--- src/rtl/gpio_port_pkg.sv ---
// Package: shared register-select type for the GPIO port.
// Assumes: exactly three mapped registers; everything else decodes to NONE.
package gpio_port_pkg;
    typedef enum logic [1:0] {
        SEL_NONE = 2'd0,
        SEL_DATA = 2'd1,
        SEL_DIR  = 2'd2,
        SEL_PUE  = 2'd3
    } reg_sel_e;
endpackage

--- src/rtl/gpio_addr_dec.sv ---
// Module: gpio_addr_dec
// Maps a bus byte offset to one of the port registers.
// Assumes: the offsets are distinct and fit in ADDR_W bits.
module gpio_addr_dec
    import gpio_port_pkg::*;
#(
    parameter int unsigned ADDR_W   = 4,
    parameter int unsigned DATA_OFS = 3,
    parameter int unsigned DIR_OFS  = 7,
    parameter int unsigned PUE_OFS  = 15
) (
    input  logic [ADDR_W-1:0] addr,
    output reg_sel_e          sel
);
    localparam logic [ADDR_W-1:0] DataA = ADDR_W'(DATA_OFS);
    localparam logic [ADDR_W-1:0] DirA  = ADDR_W'(DIR_OFS);
    localparam logic [ADDR_W-1:0] PueA  = ADDR_W'(PUE_OFS);

    // Purpose: compare the offset against each mapped register.
    always_comb begin
        if (addr == DataA)     sel = SEL_DATA;
        else if (addr == DirA) sel = SEL_DIR;
        else if (addr == PueA) sel = SEL_PUE;
        else                   sel = SEL_NONE;
    end
endmodule

--- src/rtl/gpio_ctrl_regs.sv ---
// Module: gpio_ctrl_regs
// Holds the data latch, the direction register and the pullup-enable register.
// Assumes: writes take effect at the clock edge; synchronous active-low reset.
module gpio_ctrl_regs
    import gpio_port_pkg::*;
#(
    parameter int unsigned WIDTH = 8
) (
    input  logic             clk,
    input  logic             rst_n,
    input  reg_sel_e         sel,
    input  logic             wr,
    input  logic [WIDTH-1:0] wdata,
    output logic [WIDTH-1:0] dat_q,
    output logic [WIDTH-1:0] dir_q,
    output logic [WIDTH-1:0] pue_q
);
    // Purpose: data latch, written regardless of direction.
    always_ff @(posedge clk) begin
        if (!rst_n)                        dat_q <= '0;
        else if (wr && sel == SEL_DATA)    dat_q <= wdata;
    end

    // Purpose: direction register, all inputs after reset.
    always_ff @(posedge clk) begin
        if (!rst_n)                        dir_q <= '0;
        else if (wr && sel == SEL_DIR)     dir_q <= wdata;
    end

    // Purpose: pullup-enable register, all pullups off after reset.
    always_ff @(posedge clk) begin
        if (!rst_n)                        pue_q <= '0;
        else if (wr && sel == SEL_PUE)     pue_q <= wdata;
    end


    latch_write_chk: assert property (@(posedge clk) disable iff (!rst_n)
        (wr && sel == SEL_DATA) |=> (dat_q == $past(wdata)));


    unmapped_write_chk: assert property (@(posedge clk) disable iff (!rst_n)
        (wr && sel == SEL_NONE) |=> ($stable(dat_q) && $stable(dir_q) && $stable(pue_q)));
endmodule

--- src/rtl/gpio_pin_sync.sv ---
// Module: gpio_pin_sync
// Brings asynchronous pin levels into the clock domain through a flop chain.
// Assumes: STAGES >= 2; the flops are not reset, so they settle within STAGES clocks.
module gpio_pin_sync #(
    parameter int unsigned WIDTH  = 8,
    parameter int unsigned STAGES = 2
) (
    input  logic             clk,
    input  logic             rst_n,
    input  logic [WIDTH-1:0] pin_in,
    output logic [WIDTH-1:0] pin_sync
);
    logic [WIDTH-1:0] stg [STAGES];

    // Purpose: first stage samples the raw pins.
    always_ff @(posedge clk) begin
        stg[0] <= pin_in;
    end

    for (genvar s = 1; s < STAGES; s++) begin : g_stage
        // Purpose: each later stage re-samples the one before it.
        always_ff @(posedge clk) begin
            stg[s] <= stg[s-1];
        end
    end

    assign pin_sync = stg[STAGES-1];


    first_stage_chk: assert property (@(posedge clk) disable iff (!rst_n)
        stg[0] == $past(pin_in));
endmodule

--- src/rtl/gpio_read_path.sv ---
// Module: gpio_read_path
// Builds bus read data and gates the pullup requests by direction.
// Assumes: read data is combinational; unmapped or idle reads give zero.
module gpio_read_path
    import gpio_port_pkg::*;
#(
    parameter int unsigned WIDTH = 8
) (
    input  reg_sel_e         sel,
    input  logic             rd,
    input  logic [WIDTH-1:0] dat_q,
    input  logic [WIDTH-1:0] dir_q,
    input  logic [WIDTH-1:0] pue_q,
    input  logic [WIDTH-1:0] pin_sync,
    output logic [WIDTH-1:0] rdata,
    output logic [WIDTH-1:0] pad_pu
);
    logic [WIDTH-1:0] data_view;

    for (genvar b = 0; b < WIDTH; b++) begin : g_bit
        // Purpose: per-bit source pick, latch for outputs and pin for inputs.
        assign data_view[b] = dir_q[b] ? dat_q[b] : pin_sync[b];
        // Purpose: pullup only on an input with its enable set.
        assign pad_pu[b]    = pue_q[b] & ~dir_q[b];
    end

    // Purpose: select register contents for the bus.
    always_comb begin
        rdata = '0;
        if (rd) begin
            case (sel)
                SEL_DATA: rdata = data_view;
                SEL_DIR:  rdata = dir_q;
                SEL_PUE:  rdata = pue_q;
                default:  rdata = '0;
            endcase
        end
    end
endmodule

--- src/rtl/gpio_byte_port.sv ---
// Module: gpio_byte_port
// Bus-mapped GPIO port: data latch, direction and pullup-enable registers,
// pad control outputs and synchronized pin readback.
// Assumes: single-cycle bus; synchronous active-low reset.
module gpio_byte_port
    import gpio_port_pkg::*;
#(
    parameter int unsigned WIDTH    = 8,
    parameter int unsigned ADDR_W   = 4,
    parameter int unsigned SYNC_STG = 2,
    parameter int unsigned DATA_OFS = 3,
    parameter int unsigned DIR_OFS  = 7,
    parameter int unsigned PUE_OFS  = 15
) (
    input  logic              clk,
    input  logic              rst_n,
    input  logic [ADDR_W-1:0] bus_addr,
    input  logic              bus_wr,
    input  logic              bus_rd,
    input  logic [WIDTH-1:0]  bus_wdata,
    output logic [WIDTH-1:0]  bus_rdata,
    input  logic [WIDTH-1:0]  pin_in,
    output logic [WIDTH-1:0]  pad_oe,
    output logic [WIDTH-1:0]  pad_out,
    output logic [WIDTH-1:0]  pad_pu
);
    reg_sel_e         sel;
    logic [WIDTH-1:0] dat_q, dir_q, pue_q, pin_sync;

    gpio_addr_dec #(
        .ADDR_W(ADDR_W), .DATA_OFS(DATA_OFS), .DIR_OFS(DIR_OFS), .PUE_OFS(PUE_OFS)
    ) dec_i (
        .addr(bus_addr), .sel(sel)
    );

    gpio_ctrl_regs #(.WIDTH(WIDTH)) regs_i (
        .clk(clk), .rst_n(rst_n), .sel(sel), .wr(bus_wr), .wdata(bus_wdata),
        .dat_q(dat_q), .dir_q(dir_q), .pue_q(pue_q)
    );

    gpio_pin_sync #(.WIDTH(WIDTH), .STAGES(SYNC_STG)) sync_i (
        .clk(clk), .rst_n(rst_n), .pin_in(pin_in), .pin_sync(pin_sync)
    );

    gpio_read_path #(.WIDTH(WIDTH)) rdp_i (
        .sel(sel), .rd(bus_rd), .dat_q(dat_q), .dir_q(dir_q), .pue_q(pue_q),
        .pin_sync(pin_sync), .rdata(bus_rdata), .pad_pu(pad_pu)
    );

    // Purpose: pad drive follows direction and latch directly.
    assign pad_oe  = dir_q;
    assign pad_out = dat_q;


    pu_on_output_chk: assert property (@(posedge clk) disable iff (!rst_n)
        (pad_pu & pad_oe) == '0);


    dir_write_chk: assert property (@(posedge clk) disable iff (!rst_n)
        (bus_wr && bus_addr == ADDR_W'(DIR_OFS)) |=> (pad_oe == $past(bus_wdata)));
endmodule

--- config.mk ---
export PLATFORM = sky130hd
export DESIGN_NAME = gpio_byte_port
export DESIGN_NICKNAME = d
export VERILOG_FILES = /design/src/rtl/gpio_port_pkg.sv /design/src/rtl/gpio_addr_dec.sv /design/src/rtl/gpio_ctrl_regs.sv /design/src/rtl/gpio_pin_sync.sv /design/src/rtl/gpio_read_path.sv /design/src/rtl/gpio_byte_port.sv
export SDC_FILE = /design/constraint.sdc
export NUM_CORES = 1
export LEC_CHECK = 0
export BUFFER_PORTS_ARGS = -buffer_cell sky130_fd_sc_hd__buf_2
export CORE_MARGIN = 5
export CORE_UTILIZATION = 52
export CTS_CLUSTER_SIZE = 28
export DETAILED_ROUTE_END_ITERATION = 7
export PLACE_DENSITY = 0.84
export SLEW_MARGIN = 20
export SYNTH_ARGS = -nofsm -noshare
export SYNTH_HDL_FRONTEND = slang
export SYNTH_SLANG_ARGS = --single-unit
--- constraint.sdc ---
create_clock -name clk -period 2.7 [get_ports clk]
set_input_delay 0.135 -clock clk [delete_from_list [all_inputs] [get_ports clk]]
set_output_delay 0.135 -clock clk [all_outputs]
set_load 0.01 [all_outputs]
==> flow_summary.yaml <==
detailed_routing:
  ant_nets: 0
  vias_per_cell: 5.224
  vias: 1285
  routedWlPerCell_um: 13.96
  drcViolationCount: 0
  first_iter_violations: 52
  dr.pass1.iters: 4
  routed_wl_mm: 3.435
sta:
  finalCriticalPeriod_ns: 1.563
  setup_tns_ns: 0
  hold_viol_final: 0
  fin_ws_ns: 1.137
  fmax_ghz: 0.6397
  worst_slew_pin_slew_ns: 0.6307
  rsz0062_at_grt: "no"
  skew_ns: 0.006905
  slew_viol_final: 0
  post-route-period-util_pct: 57.90
  slew_headroom_pct: 57.91
  setup_violations: 0
synthesis:
  syn_nets: 176
  synth_top_family_by_area: "multiplexers"
  synth.area.top_cells: "dfxtp_1 51%, mux2i_1 25%, nand2_1 7.6%"
  synth.yosys.seq_area_share_pct: 50.75
  synth-compound-area-share_pct: 3.886
  synthXorXnorAreaFrac_pct: 0
  synthTopCellsByCount: "40 x dfxtp_1, 40 x mux2i_1, 32 x nand2_1"
  ys_ff_latch: 40
  synthAdderAreaFrac_pct: 0
  yosysWarnings: 0
  netlist_area_um2: 1578
  synth_async_sr_flop_share_pct: 0
  synth_mux_area_share_pct: 25.38
  syn_area_per_cell_um2: 10.38
  yosys.area_share.simple_pct: 16.57
  synthFlopType: "dfxtp_1"
  synth_edf_count: 0
  postSynthCellCount: 152
  yosys.area.top_type: "dfxtp_1"
  yosysUniqueCellTypes: 18
  yosysTopAreaCellShare_pct: 50.75
clocking:
  holdBufCountCts: 8
  clkTransAtPathRegs_ns: 0.10
  cts-resized-gates: 0
  clkLatencyLatePin_ns: 0.34
  htree_num_levels: 2
  cts_sinks: 40
  clockBufferDepth: 2
  cts_root_buf: "clkbuf_4"
  postCtsSetupRepairBufs: 0
  cts_buffers: 5
  cts_tree: "done"
final_layout:
  area_growth_pct: 24.58
  n_antenna_cell: 0
  nets: 239
  final_cells: 246
  drive_above_1_share_pct: 29.11
  fillerInstances: 247
  final_area_um2: 1966
job:
  maxCapViolCount: 0
placed_design:
  dp_hpwl_mm: 2.465
  finalWeightedCongestion: 0.7650
  dp_slack_ns: 1.067
  place_area_um2: 1848
  dp.cells: 233
  portBuffers: 55
critical_path:
  arrival_ns: 1.43
  cp.required_ns: 2.57
  r2r-start: "regs_i.dir_q[1]"
  cp_max_fo: 5
  path_class: "flip-flop to output port"
  ff2ff_setup_slack_ns: 1.98
  slowest_stage: "dfxtp_1"
  r2r-end: "regs_i.dir_q[1]"
  max_stage_delay_ns: 0.43
  path_cells: "mux2i_1 > o22ai_1 > and2_1 > buf_2"
  end_kind: "output port"
  reg2reg_depth: 2
  cp-start-kind: "flip-flop"
min_path:
  hold_path_class: "primary input to flip-flop"
  hold_depth: 3
  min_to: "regs_i.dat_q[4]"
  hp-start: "bus_wdata[4]"
floorplanning:
  die_y_um: 65.09
  die-width_um: 65.09
  ios: 56
  coreArea_um2: 2978
  start_util_pct: 52.98
  placement_rows: 20
  die_area_um2: 4236
status:
  status: "complete, no violations"
global_routing:
  grt_pass1_vias: 1273
  grt_antenna_before_repair: 0
  grt_usage_pct: 17.70
  grt_pass1_wl_mm: 5.692
  grt_max_degree: 33
  overflow: 0
power:
  ir_worst_vdd_v: 0.0003317
  powerDensity_nw_per_um2: 481.6
  p_leak_nw: 1.001
[routing by layer]
layer,global-route usage [%],vias up,wire (µm)
li1,-,641,-
met3,5.719,6,275
met4,7.254,0,63
met5,0,-,0
met2,29.89,48,1650
met1,20.60,590,1445
[power by group]
group	total, W	internal (W)	switching (W)
clock network	0.000255	0.0000871	0.000168
logic	0.0000766	0.0000381	0.0000386
registers	0.000615	0.000607	0.00000764
[registers in the layout (all words and copies together), names as in the netlist]
signal        cells
regs_i.dat_q      8
sync_i.stg       16
regs_i.dir_q      8
regs_i.pue_q      8
[layout by cell type, fill, tap and decap left out]
cell | synthesis | routed
and2_1 | 8 | 8
nand2_1 | 32 | 32
mux2i_1 | 40 | 40
nor2b_1 | 8 | 8
dlygate4sd3_1 | 0 | 8
inv_1 | 2 | 2
buf_2 | 1 | 55
nor2_2 | 1 | 1
o22ai_1 | 8 | 8
nand3_1 | 1 | 1
or2_2 | 1 | 1
clkbuf_4 | 0 | 5
dfxtp_1 | 40 | 40
or2_1 | 1 | 1
nand4bb_1 | 1 | 1
nand4_1 | 1 | 1
o2111a_1 | 1 | 1
[final cells by class]
| class | instances | area (µm²) | area share [%] |
|---|---|---|---|
| Clock buffer | 5 | 37.54 | 1.910 |
| Tap cell | 33 | 41.29 | 2.101 |
| Multi-Input combinational cell | 103 | 723.2 | 36.79 |
| Sequential cell | 40 | 800.8 | 40.74 |
| Timing Repair Buffer | 63 | 355.3 | 18.08 |
| Inverter | 2 | 7.507 | 0.3819 |
[worst max-delay path: cells and delay by family (launching register included)]
family	cells	cell delay, ns
buf+inv	1	0.14
flops	1	0.43
compound gates	1	0.10
simple gates	1	0.19
mux	1	0.24
[kinds of logic (layout without fill, tap and decap cells)]
kind of cell | Yosys count | after routing
AOI/OAI and AO/OA | 9 | 9
and+or+nand+nor | 54 | 54
buffers and inverters | 9 | 70
muxes | 40 | 40
DFF | 40 | 40
[worst max-delay path by stage]
stage                                from  cells past startpoint              end
after floorplan               bus_addr[2]                      5  regs_i.dat_q[1]
after global placement        bus_addr[3]                      4  regs_i.dat_q[6]
after detailed placement      bus_addr[3]                      4  regs_i.dat_q[4]
after CTS                 regs_i.dir_q[0]                      4     bus_rdata[0]
after global routing      regs_i.dir_q[4]                      4     bus_rdata[4]
final                     regs_i.dir_q[5]                      4     bus_rdata[5]
[per-stage QoR]
step	total power, W	utilization, %	hold WS, ns
floorplan	0.0006666	-	0.1627
global placement	0.0006943	62.06	0.2374
detailed placement	0.0006957	62.06	0.2389
CTS	0.0009528	66.01	0.07710
global route	0.0009911	66.01	0.08000
finish	0.0009467	66.01	0.08865
(Power assumes the default switching activity.)
